### config.mk
export PLATFORM = sky130hd
export DESIGN_NAME = sdr_cke_ctrl
export DESIGN_NICKNAME = d
export VERILOG_FILES = /design/src/rtl/sdr_cke_ctrl.sv
export SDC_FILE = /design/constraint.sdc
export NUM_CORES = 1
export LEC_CHECK = 0
export ABC_AREA = 1
export BUFFER_PORTS_ARGS = -buffer_cell sky130_fd_sc_hd__buf_2
export CAP_MARGIN = 20
export CORE_UTILIZATION = 47
export CTS_CLUSTER_SIZE = 10
export DETAILED_ROUTE_END_ITERATION = 6
export HOLD_SLACK_MARGIN = 0.05
export PLACE_DENSITY = 0.73
export SLEW_MARGIN = 20
export SYNTH_ARGS = -nofsm -noshare
export SYNTH_HDL_FRONTEND = slang
export SYNTH_SLANG_ARGS = --single-unit
### constraint.sdc
create_clock -name clk -period 2 [get_ports clk]
set_clock_uncertainty 0.2 [all_clocks]
set_input_delay 0.2 -clock clk [delete_from_list [all_inputs] [get_ports clk]]
set_output_delay 0.2 -clock clk [all_outputs]
set_load 0.01 [all_outputs]
### src/rtl/sdr_cke_ctrl.sv
module sdr_cke_ctrl #(
  parameter int BURST_LEN = 4,
  parameter int LOCK_CYC  = 6
) (
  input  logic clk,
  input  logic rst_n,
  input  logic cke,
  input  logic [2:0] cmd,
  input  logic bank_act,
  output logic iclk_en,
  output logic cmd_ok,
  output logic cmd_err,
  output logic dq_hold,
  output logic beat,
  output logic sref_wake,
  output logic lock_busy,
  output logic [1:0] mode,
  output logic [$clog2(BURST_LEN+1)-1:0] burst_left
);
  localparam int BW = $clog2(BURST_LEN+1);
  localparam int LW = $clog2(LOCK_CYC+1);
  localparam logic [1:0] M_RUN = 2'd0, M_SPD = 2'd1, M_APD = 2'd2, M_SREF = 2'd3;
  localparam logic [2:0] C_READ = 3'd3, C_WRITE = 3'd4, C_SREF = 3'd5;

  logic          cke_q;
  logic [1:0]    mode_q;
  logic [BW-1:0] rem;
  logic [LW-1:0] lock_cnt;

  wire is_nop   = (cmd == 3'd0) || (cmd > 3'd5);
  wire clk_on   = cke_q && (mode_q == M_RUN);
  wire pd       = (mode_q == M_SPD) || (mode_q == M_APD);
  wire locked   = (lock_cnt != '0);
  wire busy     = (rem != '0);
  wire sref_bad = (cmd == C_SREF) && cke;
  wire take     = clk_on && !is_nop && !locked && !sref_bad;
  wire rw       = (cmd == C_READ) || (cmd == C_WRITE);

  assign iclk_en    = clk_on;
  assign cmd_ok     = take;
  assign cmd_err    = !is_nop && (pd || (clk_on && (locked || sref_bad)));
  assign beat       = clk_on && busy;
  assign dq_hold    = !clk_on && busy && (mode_q == M_RUN);
  assign sref_wake  = (mode_q == M_SREF) && cke;
  assign lock_busy  = locked;
  assign mode       = mode_q;
  assign burst_left = rem;

  always_ff @(posedge clk) begin
    if (!rst_n) begin
      cke_q    <= 1'b0;
      mode_q   <= M_RUN;
      rem      <= '0;
      lock_cnt <= '0;
    end else begin
      cke_q <= cke;
      if (take && rw)
        rem <= BW'(BURST_LEN);
      else if (beat)
        rem <= rem - 1'b1;
      if (clk_on && locked)
        lock_cnt <= lock_cnt - 1'b1;
      unique case (mode_q)
        M_RUN: begin
          if (take && (cmd == C_SREF))
            mode_q <= M_SREF;
          else if (!cke && !busy && !locked && !(take && rw))
            mode_q <= bank_act ? M_APD : M_SPD;
        end
        M_SPD, M_APD: if (cke) mode_q <= M_RUN;
        M_SREF: begin
          if (cke) begin
            mode_q   <= M_RUN;
            lock_cnt <= LW'(LOCK_CYC);
          end
        end
        default: mode_q <= M_RUN;
      endcase
    end
  end
endmodule

# Yosys cells after proc, flatten, opt, wreduce, memory -nomap -nowiden
# Cells that the tools add are included.
# totals
register_bits	9
input_bits	7
output_inout_bits	12
word_cells	64
# op_classes
addsub	2
magnitude_cmp	1
n_eq_ne	8
n_mux	10
bitwise	1
reduce_logical	37
# ops
op	n
$logic_and 1x1->1	17
$mux 3	5
$mux 2	4
$logic_not 1->1	7
$eq 3x3->1 const B	2
$reduce_bool 3->1	2
$sub 3x1->3 const B	2
$logic_or 1x1->1	5
$eq 2x2->1 const B	2
$pmux 2 s2	1
$eq 3x2->1 const B	1
$gt 3x3->1 const B	1
$logic_not 3->1	1
$ne 3x1->1 const B	1
$reduce_or 3->1	1
$eq 2x1->1 const B	1
$logic_not 2->1	1
$ne 2x1->1 const B	1
$reduce_and 2->1	1
$reduce_bool 2->1	1
$reduce_or 2->1	1
$not 1->1	1

# Depth between registers and ports, before layout
# depth
ltp_word	12
depth_mapped	12
ltp_nobuf	12

# Worst setup path before layout
# No wires, ideal clock.
# synth_path
path_type	flip-flop to flip-flop
startpoint	reg mode_q[0], in the netlist mode[0]
endpoint	reg mode_q[0], in the netlist mode[0]
setup_time_ps	70
arrival_time_ps	1486
required_time_ps	1730
path_slack_ps	245
path_stages_with_launch	12
path_buffers	0
period_less_slack_ps	1755
cell_sequence	dfxtp_1 > inv_1 > ha_1 > nand2_1 > clkinv_2 > nand3_4 > nor2_8 > a21oi_1 > nand2_2 > nand2_2 > nand2_1 > a21oi_1
# synth_via
elab_chain_len	10
word_cells_on_any_way	18
cone_classes	eq/ne (5); mux (2); reduce/logical (11)
# synth_lines
item	line_no	rtl
start, declared	26	logic [1:0] mode_q;
start signal, assigned	68	mode_q <= bank_act ? M_APD : M_SPD;
$logic_not 2->1 *	31	wire clk_on = cke_q && (mode_q == M_RUN);
$logic_and 1x1->1 *	31	
via iclk_en	10	output logic iclk_en,
$logic_and 1x1->1 * (3 in a row)	36	wire take = clk_on && !is_nop && !locked && !sref_bad;
via cmd_ok	11	output logic cmd_ok,
$logic_and 1x1->1	67	else if (!cke && !busy && !locked && !(take && rw))
$logic_not 1->1	67	
$logic_and 1x1->1	67	
$ne 3x1->1 (no line)	n/a	
$reduce_and 2->1 (no line)	n/a	
# Mark *: on every way through the listed nets, which the timed path passes. The rest lies on a longest branch.
# A chain may end at the register's enable or synchronous reset.

# Worst setup path in the final report
# layout_path
startpoint	reg mode_q[1], in the netlist mode[1]
endpoint	out cmd_err
# layout_via
elab_chain_len	5
word_cells_on_any_way	8
cone_classes	eq/ne (2); reduce/logical (6)
# layout_lines
item	line_no	rtl
$logic_not 2->1	31	
$logic_and 1x1->1	31	
$logic_and 1x1->1	41	assign cmd_err = !is_nop && (pd || (clk_on && (locked || sref_bad)));
$logic_or 1x1->1 *	41	
$logic_and 1x1->1 *	41	
end, declared	12	output logic cmd_err,
# Mark *: on every way between the ends. The rest lies on a longest branch, timed or not.

==> results.sh <==
export IMPL_cts_clk_slew_worst_paths_ps=60
export IMPL_hold_viol_final=0
export IMPL_cp_arrival_ps=1440
export IMPL_row_count=13
export IMPL_synth_xor_area_frac=0
export IMPL_synth_adder_area_share=0.129
export IMPL_cts_htree_levels=1
export IMPL_cp_max_fo=4
export IMPL_dp_hpwl_um=1100
export IMPL_dieArea_mm2=0.00160
export IMPL_cts_buffer_depth=2
export IMPL_drc=0
export IMPL_cts_post_setup_buffers_inserted=0
export IMPL_power_leakage_uw=0.000466
export IMPL_nNetsFinal=135
export IMPL_wl_um=1310
export IMPL_final_seq_area_um2=181
export IMPL_wire_per_inst_um=9.73
export IMPL_nFillCells=132
export IMPL_synth_nets=110
export IMPL_die_x_um=40.0
export IMPL_min_period_ps=1840
export IMPL_coreArea_mm2=0.00132
export IMPL_path_delay_family="flip-flops"
export IMPL_vdd_drop_max_mv=0.469
export IMPL_ant_nets=0
export IMPL_drv_cap=0
export IMPL_crit_path_max_incr_delay_ps=360
export IMPL_tritoncts="built"
export IMPL_worstPathRequired_ps=1600
export IMPL_fin_util=0.632
export IMPL_port_buffers=18
export IMPL_cp_num_buf_inv=3
export IMPL_pin_count=19
export IMPL_cts_root_buf="clkbuf_4"
export IMPL_cts_num_sinks=9
export IMPL_grt_start_max_net_pins=7
export IMPL_fin_setup_tns_ps=0
export IMPL_yosys_warnings=0
export IMPL_end_kind="output pin"
export IMPL_drt_pass1_iter_count=4
export IMPL_synth_compound_area_frac=0.102
export IMPL_gp_congestion=0.782
export IMPL_synth_top_family_by_area="simple AND/OR/NAND/NOR gates"
export IMPL_synth_simple_gate_area_share=0.373
export IMPL_synthMuxAreaShare=0
export IMPL_synth_seq_cells=9
export IMPL_grt_setup_unrepaired="no"
export IMPL_synthCells=96
export IMPL_finalSetupViolations=0
export IMPL_antenna_found_initial=0
export IMPL_worst_pin_slew_ps=291
export IMPL_track_usage=0.201
export IMPL_syn_to_final_growth_pct=23.1
export IMPL_num_vias=645
export IMPL_worstSkewPairLatency_ps=250
export IMPL_worstSetupPathType="reg -> out"
export IMPL_diodes=0
export IMPL_cts_made_buffers=3
export IMPL_ys_seq_area_frac=0.266
export IMPL_synth_area_um2=677
export IMPL_syn_area_per_cell_um2=7.05
export IMPL_status="finished clean"
export IMPL_path_cells="inv_1 -> ha_1 -> nand2_1 -> clkinv_2 -> a21oi_1 -> nor2_1 -> buf_2"
export IMPL_grt_pass1_wl_um=2110
export IMPL_multiInputGateArea_um2=409
export IMPL_critPathSlowestCell="dfxtp_1"
export IMPL_overflow=0
export IMPL_relSlewSlack=0.804
export IMPL_drv_slew=0
export IMPL_start_kind="flip-flop"
export IMPL_die_h_um=40.0
export IMPL_grt_pass1_vias=553
export IMPL_finalCritPeriodShare=0.918
export IMPL_fmax_mhz=545
export IMPL_worstHoldPathType="in -> reg"
export IMPL_start_util=0.514
export IMPL_layout_drive_gt1_share=0.342
export IMPL_p_per_area_mw_per_mm2=673
export IMPL_synth_cell_types=23
export IMPL_drt_iter0_markers=5
export IMPL_vias_per_cell=4.78
-- metal layers --
metal  up-vias  global-route usage  routed length, um
met1       280               0.229                598
li1        351                   -                  -
met5         -                   0                  0
met4         0               0.129                 12
met3         2              0.0167                 47
met2        12               0.355                654
-- layout by cell type (no fill, tap or decap), drive strengths merged --
cell	instances
nand3	7
dfxtp	9
o21ai	3
inv	22
clkinv	1
dlygate4sd3	2
or2	2
nand2	27
a21oi	8
ha	7
clkbuf	4
nand4	1
a31oi	1
nor3	3
buf	18
nor2	4
o211ai	1
-- logic make-up after synthesis --
group	Yosys count
AO/OA/AOI/OAI	13
adder cells (fa/ha/maj)	7
buffers and inverters	23
flip-flops	9
AND/OR/NAND/NOR	44
-- what timing repair did --
action                                  in CTS  in global routing
endpoints found under the setup margin       0                  1
resized for setup                            0                  1
hold buffers                                 2                  0
endpoints found under the hold margin        3                  0
-- stage by stage --
stage / power [uW] / cell area [um^2] / instances / hold WS [ps] / worst slack [ps]
after floorplan: 363 / 677 / 96 / 93.5 / 245
after global routing: 609 / 833 / 135 / 59.0 / 16.9
final: 560 / 833 / 135 / 53.4 / 165
after global placement: 418 / 786 / 129 / 260 / 286
after detailed placement: 424 / 786 / 129 / 267 / 248
after CTS: 567 / 832 / 135 / 62.9 / 131
-- final timing paths --
check,endpoint,depth (start not counted),start,slack [ps]
setup / recovery,cmd_err,7,mode[1],160
hold / removal,mode[0],4,bank_act,50
setup reg to reg,mode[1],11,mode[1],260
hold reg to reg,mode[0],2,mode[0],280
-- registers in the layout (all words and copies together), names as in the netlist --
register and count:
burst_left 3, cke_q 1, lock_cnt 3, mode 2
-- worst reg2reg max path, delay by kind of cell (launching register included) --
family / cells / cell delay, ps
AND/OR/NAND/NOR: 6 / 480
flip-flops: 1 / 360
AO/OA/AOI/OAI: 2 / 270
adder cells (fa/ha/maj): 1 / 190
buffers and inverters: 2 / 170
-- cell type report --
| type | count | share of cell area |
|---|---|---|
| flip-flops and latches | 9 | 0.218 |
| well taps | 15 | 0.0225 |
| clock buffers | 4 | 0.0315 |
| inverters | 23 | 0.105 |
| multi-input cells | 64 | 0.491 |
| repair buffers | 20 | 0.132 |
-- cell usage after synthesis --
library cell,instances,area (um^2)
a21oi_1,8,40.0
nand2_2,4,25.0
nor2_2,1,6.26
nand3_4,1,17.5
nand3_2,1,10.0
o211ai_1,1,7.51
nand2_4,2,22.5
clkinv_2,1,5.00
nor2_8,1,20.0
ha_1,7,87.6
nand3_1,5,25.0
dfxtp_1,9,180
nand4_2,1,12.5
inv_1,16,60.1
o21ai_0,1,5.00
or2_2,1,6.26
nand2_1,21,78.8
nor3_1,3,15.0
o21ai_1,2,10.0
inv_2,6,22.5
or2_0,1,6.26
a31oi_1,1,6.26
nor2_1,2,7.51
-- power breakdown --
group          internal [uW]  total, uW  switching, uW
logic                   85.3        215            129
registers                196        207           11.3
clock network           76.8        138           61.7
No activity file was read; power rests on OpenSTA's default activity.
